### config.mk
export PLATFORM = sky130hd
export DESIGN_NAME = decode_steer
export DESIGN_NICKNAME = d
export VERILOG_FILES = /design/src/rtl/ds_pkg.sv /design/src/rtl/ds_follow_steer.sv /design/src/rtl/ds_mc_timer.sv /design/src/rtl/decode_steer.sv
export SDC_FILE = /design/constraint.sdc
export NUM_CORES = 1
export LEC_CHECK = 0
export BUFFER_PORTS_ARGS = -buffer_cell sky130_fd_sc_hd__buf_2
export CAP_MARGIN = 20
export CORE_MARGIN = 4
export CORE_UTILIZATION = 45
export DETAILED_ROUTE_END_ITERATION = 16
export PLACE_DENSITY = 0.75
export SLEW_MARGIN = 10
export SYNTH_ARGS = -nofsm -noshare
export SYNTH_HDL_FRONTEND = slang
export SYNTH_SLANG_ARGS = --single-unit
### constraint.sdc
create_clock -name clk -period 2.15 [get_ports clk]
set_input_delay 0.215 -clock clk [delete_from_list [all_inputs] [get_ports clk]]
set_output_delay 0.215 -clock clk [all_outputs]
set_load 0.01 [all_outputs]
### src/rtl/ds_pkg.sv
package ds_pkg;

   // Per-cycle action of the steering block
   typedef enum logic [1:0] {
      DS_ACT_FREEZE = 2'd0,   // back-pressure: nothing moves
      DS_ACT_DRAIN  = 2'd1,   // microcoded occupancy running
      DS_ACT_STEER  = 2'd2    // normal assignment to slots
   } ds_act_e;

   localparam int unsigned DS_SLOTS_DEFAULT = 3;
   localparam int unsigned DS_UOP_W_DEFAULT = 3;
   localparam int unsigned DS_LEN_W_DEFAULT = 6;

endpackage

### src/rtl/ds_follow_steer.sv
module ds_follow_steer #(
   parameter int unsigned NSLOT = 3,
   parameter int unsigned UOP_W = 3
) (
   input  logic [NSLOT-1:0]       vld_i,
   input  logic [NSLOT-1:0]       mc_i,
   input  logic [NSLOT*UOP_W-1:0] uops_i,
   output logic [NSLOT-1:0]       grant_o
);

   // Slot 0 accepts anything valid; followers only single micro-op
   // instructions, and only while every older position was granted.
   assign grant_o[0] = vld_i[0];

   for (genvar k = 1; k < NSLOT; k++) begin : g_follow
      logic simple_k;
      assign simple_k = vld_i[k] && !mc_i[k]
                        && (uops_i[k*UOP_W +: UOP_W] == UOP_W'(1));
      if (k == 1) begin : g_first
         // a microcoded head owns the cycle alone
         assign grant_o[k] = grant_o[0] && !mc_i[0] && simple_k;
      end else begin : g_chain
         assign grant_o[k] = grant_o[k-1] && simple_k;
      end
   end

endmodule

### src/rtl/ds_mc_timer.sv
module ds_mc_timer #(
   parameter int unsigned LEN_W = 6
) (
   input  logic             clk,
   input  logic             rst_n,
   input  logic             freeze_i,
   input  logic             load_i,
   input  logic [LEN_W-1:0] len_i,
   output logic             busy_o
);

   logic [LEN_W-1:0] cnt_q;
   logic [LEN_W-1:0] load_val;

   // The accept cycle is the first cycle of the hold, so L-1 remain
   assign load_val = (len_i == '0) ? '0 : len_i - LEN_W'(1);

   always_ff @(posedge clk) begin
      if (!rst_n) begin
         cnt_q <= '0;
      end else if (!freeze_i) begin
         if (load_i)
            cnt_q <= load_val;
         else if (cnt_q != '0)
            cnt_q <= cnt_q - LEN_W'(1);
      end
   end

   assign busy_o = (cnt_q != '0);

endmodule

### src/rtl/decode_steer.sv
module decode_steer
   import ds_pkg::*;
#(
   parameter int unsigned NSLOT  = DS_SLOTS_DEFAULT,
   parameter int unsigned UOP_W  = DS_UOP_W_DEFAULT,
   parameter int unsigned LEN_W  = DS_LEN_W_DEFAULT,
   localparam int unsigned TAKE_W = $clog2(NSLOT + 1)
) (
   input  logic                   clk,
   input  logic                   rst_n,
   input  logic                   hold_i,
   input  logic [NSLOT-1:0]       win_vld_i,
   input  logic [NSLOT-1:0]       win_mc_i,
   input  logic [NSLOT*UOP_W-1:0] win_uops_i,
   input  logic [LEN_W-1:0]       head_len_i,
   output logic [TAKE_W-1:0]      take_o,
   output logic [NSLOT-1:0]       slot_vld_o,
   output logic [NSLOT*UOP_W-1:0] slot_uops_o,
   output logic                   busy_o
);

   if (NSLOT < 2) begin : g_bad_slots
      $error("decode_steer: NSLOT must be at least 2");
   end
   if (UOP_W < 3) begin : g_bad_uopw
      $error("decode_steer: UOP_W must hold a count of 4");
   end
   if (LEN_W < 2) begin : g_bad_lenw
      $error("decode_steer: LEN_W must be at least 2");
   end

   ds_act_e                act;
   logic [NSLOT-1:0]       grant;
   logic [TAKE_W-1:0]      take_d;
   logic [NSLOT*UOP_W-1:0] uops_d;
   logic                   mc_load;

   always_comb begin
      if (hold_i)
         act = DS_ACT_FREEZE;
      else if (busy_o)
         act = DS_ACT_DRAIN;
      else
         act = DS_ACT_STEER;
   end

   ds_follow_steer #(
      .NSLOT (NSLOT),
      .UOP_W (UOP_W)
   ) follow_i (
      .vld_i   (win_vld_i),
      .mc_i    (win_mc_i),
      .uops_i  (win_uops_i),
      .grant_o (grant)
   );

   always_comb begin
      take_d = '0;
      for (int k = 0; k < NSLOT; k++)
         take_d = take_d + TAKE_W'(grant[k]);
   end

   for (genvar k = 0; k < NSLOT; k++) begin : g_uops
      assign uops_d[k*UOP_W +: UOP_W] =
         grant[k] ? win_uops_i[k*UOP_W +: UOP_W] : '0;
   end

   assign mc_load = (act == DS_ACT_STEER) && win_vld_i[0] && win_mc_i[0];

   ds_mc_timer #(
      .LEN_W (LEN_W)
   ) timer_i (
      .clk      (clk),
      .rst_n    (rst_n),
      .freeze_i (hold_i),
      .load_i   (mc_load),
      .len_i    (head_len_i),
      .busy_o   (busy_o)
   );

   always_ff @(posedge clk) begin
      if (!rst_n) begin
         take_o      <= '0;
         slot_vld_o  <= '0;
         slot_uops_o <= '0;
      end else if (act == DS_ACT_STEER) begin
         take_o      <= take_d;
         slot_vld_o  <= grant;
         slot_uops_o <= uops_d;
      end else begin
         take_o      <= '0;
         slot_vld_o  <= '0;
         slot_uops_o <= '0;
      end
   end

endmodule

# Yosys cells after proc, flatten, opt, wreduce, memory -nomap -nowiden

Cells that the tools add are included.

Output and inout bits: 15
Latch bits: 0
Memory bits (read-only): 0
Flip-flop bits (word level): 20
Memories kept: 0
Bits in writable memories: 0
Logic and storage cells: 39

$mul: 0
Mux-type cells: 5
Reduce and logical (&&, ||, !) cells: 20
Add/subtract/negate cells: 4
Order comparisons: 0
Bitwise logic cells: 1
Equality and inequality tests: 3
Div/mod/pow operators: 0
Shift operators: 0

Operator list:

| cell                  | number |
|---|---|
| $mux W6               | 3 |
| $sub A6 B1 Y6 const B | 2 |
| $logic_and A1 B1 Y1   | 9 |
| $reduce_and A3 Y1     | 3 |
| $eq A3 B1 Y1 const B  | 2 |
| $logic_not A6 Y1      | 1 |
| $reduce_bool A6 Y1    | 1 |
| $mux W2               | 2 |
| $reduce_and A2 Y1     | 2 |
| $logic_not A1 Y1      | 3 |
| $add A1 B1 Y2         | 1 |
| $add A2 B1 Y2         | 1 |
| $eq A2 B2 Y1 const B  | 1 |
| $reduce_bool A2 Y1    | 1 |
| $not A1 Y1            | 1 |

# Logic depth before layout (Yosys ltp)

Depth after elaboration: 8
Gate-level depth with buffers: 7
Gate-level depth less buffers: 7

# By module

A second synthesis with hierarchy kept.

Cell total of the unflattened synthesis: 100
Area, all modules: 963.4 um^2

Modules (own cells, without submodules):

| module          | times used | sequential area each (um^2) | cells an instance | area an instance (um^2) |
|---|---|---|---|---|
| ds_mc_timer     | 1          | 120.1                       | 63                | 489.2 |
| decode_steer    | 1          | 280.3                       | 31                | 416.6 |
| ds_follow_steer | 1          | 0.0                         | 6                 | 57.6 |

# Worst setup path after synthesis

OpenSTA, ideal clock, no wires.

Path type: register to register
From: register timer_i.cnt_q[2]
To: register timer_i.cnt_q[5]
Setup slack: 0.493 ns
Stages on the path, launching flop included: 5
Path buffers: 0
Arrival: 1.529 ns
Period minus slack after synthesis: 1.657 ns
Data required time: 2.022 ns
Cell sequence: dfxtp_1 or3_4 or4_4 o31ai_1 a311oi_1

Word-level cells in the longest chain between the ends: 8
Elaborated cells between the ends (all ways): 11

Ends and longest elaborated chain:

| what                                | line                                 | RTL |
|---|---|---|
| start, declared                     | ds_mc_timer.sv:12                    | `logic [LEN_W-1:0] cnt_q;` |
| start signal, assigned              | ds_mc_timer.sv:23                    | `cnt_q <= load_val;` |
| start signal, assigned              | ds_mc_timer.sv:25                    | `cnt_q <= cnt_q - LEN_W'(1);` |
| $reduce_bool A6 Y1                  | ds_mc_timer.sv:24, ds_mc_timer.sv:29 |  |
| $mux W2                             | decode_steer.sv:41                   | `else if (busy_o)` |
| $mux W2                             | decode_steer.sv:39                   | `if (hold_i)` |
| $eq A2 B2 Y1                        | decode_steer.sv:68                   | `assign mc_load = (act == DS_ACT_STEER) && win_vld_i[0] && win_mc_i[0];` |
| $logic_and A1 B1 Y1 (2 in a row)    | decode_steer.sv:68                   |  |
| $reduce_bool A2 Y1 (no source line) | --                                   |  |
| $reduce_and A2 Y1 (no source line)  | --                                   |  |

Parallel ways exist; a longest one is shown, timed or not. The select of a mux whose other input is x is not followed.
A chain may end at the register's enable or synchronous reset.

# Final worst setup path

From: register timer_i.cnt_q[0]
To: output busy_o

Word-level cells in the longest chain between the ends: 1

Ends and longest elaborated chain:

| what               | line               | RTL |
|---|---|---|
| $reduce_bool A6 Y1 | ds_mc_timer.sv:29  | `assign busy_o = (cnt_q != '0);` |
| end, declared      | decode_steer.sv:19 | `output logic busy_o` |

No other way between the ends.

==> impl_results.md <==
- Crit. Startpoint: timer_i.cnt_q[0]$_SDFFE_PN0P_
- Top delay family on crit path: buffers and inverters
- Power Density: 1070 nW/um^2
- Critical Path Source Type: flop
- Ys Warns: 0
- Synth Area in Compound Gates: 19.8%
- CP max-delay cell: dfxtp_1
- Layout area overhead: 27.3%
- Worst-Skew Late Latency: 0.29 ns
- Post-Layout Cell Count: 185
- Period minus WS final: 1.99 ns
- I/O pin cnt: 39
- Drt drc: 0
- Final Cycle Share: 92.6%
- Post-Syn Instances: 114
- Status: completed
- WP data arrival: 1.78 ns
- CTS root buf: clkbuf_4
- WS Path Type: reg -> out
- Num rows: 16
- Gpl congestion: 0.858
- CP peak stage delay: 0.37 ns
- Fin. max-slew vios: 0
- Avg Inst Size Synth: 8.59 um^2
- Hold Vio Cnt, Final: 0
- Maximum fanout along the worst path: 7
- Worst R2R Path Depth: 6
- Clk buf depth: 2
- Initial Util: 48.5%
- First-pass iteration count of the detailed router: 5
- Most used DFF post-synth: dfxtp_1
- # hold bufs at CTS: 0
- VDD IR max: 0.000485 V
- DR iter-0 viols: 38
- EDFF count, synth: 0
- H-tree levels: 1
- Crit path capture type: output port
- Yosys cell types: 38
- Reg-to-Reg Start: timer_i.cnt_q[0]$_SDFFE_PN0P_
- Sequential share of the synthesized area: 40.9%
- Worst Hold End: slot_uops_o[2]$_SDFF_PN0_
- Most frequent CP cell: inv_1
- Total CTS buffers: 3
- Final setup TNS: 0 ns
- Area of the core: 2020 um^2
- # setup viols final: 0
- Mux cell area share after synthesis: 0%
- Port bufs: 38
- N_diodes: 0
- Max-cap check violation count: 0
- Hold path start: win_uops_i[2]
- Register bit total from synthesis: 20
- Final Hold Slack: 0.144 ns
- Area share of and/or/nand/nor cells after synthesis: 26.3%
- Req. time, crit path: 1.93 ns
- Synth Area in Adders: 7.15%
- Async SR Flop Fraction: 0%
- Final Cell Area: 1250 um^2
- Vias: 997
- Min-Delay Path Class: in -> reg
- Most frequent cells in the layout: buf_2 (38), dfxtp_1 (20), nor2_1 (14)
- First-pass GRT wire length: 3460 um
- Worst-path clk slew: 0.12 ns
- DRT antenna net count: 0
- Most common cell after layout, fill and taps aside: buf_2
- Clk sinks: 20
- Placed Cells: 181
- Pleak: 0.000604 uW
- Final net count: 188
- Main combinational cell family by area after synthesis: simple AND/OR/NAND/NOR gates
- WL/cell: 12.9 um
- Total GRT Usage: 15.9%
- RSZ-0062 raised after global routing: no
- HPWL Detailed: 1960 um
- TritonCTS clock tree: yes
- Vias/cell: 5.39
- Post-cts sizing count: 0
- Grt total ovfl: 0
- Pwr Total: 1340 uW
- Total Die Area: 2990 um^2
- Routed wire length: 2390 um
- Die Span Y: 54.7 um
- Post-Syn Area: 980 um^2
- Achievable frequency: 502 MHz
- WP buf/inv: 3
- Layout cells sized above 1: 29.1%
- Setup Buffers After CTS: 0
- Worst Skew: 0.00646 ns
- R2r endpoint: timer_i.cnt_q[2]$_SDFFE_PN0P_
- Largest net degree at the start of global routing: 12
- Post-DP Area: 1210 um^2
- Reg2Reg Setup Slack: 0.29 ns
- Die W: 54.7 um
- Initial antenna violation count: 0
- Crit-path cells: inv_1 -> ha_1 -> nand2b_1 -> nor2_1 -> inv_1 -> buf_2
- Vias in the first global route: 898
- Hold Crit Depth: 2
- XOR/XNOR Fraction of Synth Area: 0.894%
-- final cells by class --
| cell class | instances | area [um^2] |
|---|---|---|
| repair buffers | 38 | 190 |
| multi-input cells | 85 | 546 |
| clock buffers | 4 | 36.3 |
| inverters | 11 | 41.3 |
| fillers | 201 | 774 |
| well taps | 27 | 33.8 |
| flip-flops and latches | 20 | 400 |
-- flip-flops by register name, summed over array words and instances, names as in the netlist --
register and cells:
take_o 2, slot_vld_o 3, timer_i.cnt_q 6, slot_uops_o 9
-- cell families after synthesis --
logic type                 count (synthesis)
and+or+nand+nor                           47
DFF                                       20
xor gates and xnor gates                   1
AOI/OAI and AO/OA                         28
buffers and inverters                     12
other                                      1
adders and majority gates                  5
-- worst register-to-register path, stage by stage, from the launching register on --
cell      delay [ns]
dfxtp_1         0.43
inv_1           0.11
ha_1            0.25
nand2b_1        0.16
nor2_1          0.12
or4_2           0.55
a31oi_1         0.18
-- synth_stat cells (3+ instances only) --
cell type | count | area [um^2]
a21oi_1 | 5 | 25.0
a31oi_1 | 4 | 25.0
and2_1 | 3 | 18.8
and3_1 | 3 | 18.8
dfxtp_1 | 20 | 400
ha_1 | 4 | 50.1
inv_1 | 11 | 41.3
nand2_1 | 5 | 18.8
nand3_1 | 3 | 15.0
nor2_1 | 14 | 52.6
nor3_1 | 5 | 25.0
o21ai_0 | 3 | 15.0
o31ai_1 | 3 | 22.5
-- worst max-delay path by stage --
stage	cells after the start	endpoint
CTS	6	busy_o
floorplan	4	timer_i.cnt_q[5]$_SDFFE_PN0P_
detailed placement	6	timer_i.cnt_q[2]$_SDFFE_PN0P_
finish	6	busy_o
global route	6	busy_o
global placement	6	timer_i.cnt_q[2]$_SDFFE_PN0P_
-- metal layers --
metal  routed length (um)  GRT usage (%)
met5                    0              0
met4                   30           9.96
met3                  260           2.18
met2                 1200           30.1
met1                  902           16.0
-- metrics by stage --
stage / setup WS (ns) / utilization [%]
after floorplan: 0.493 / -
after global placement: 0.423 / 59.9
after CTS: 0.199 / 61.7
final: 0.158 / 61.7
after global routing: 0.00956 / 61.7
after detailed placement: 0.357 / 59.9
-- power by group --
group	internal, uW	total, uW	switching [uW]
registers	432	493	61.2
logic	252	631	378
clock network	103	216	113
total	788	1340	553
Note: power is estimated with default switching activity, not from simulation.
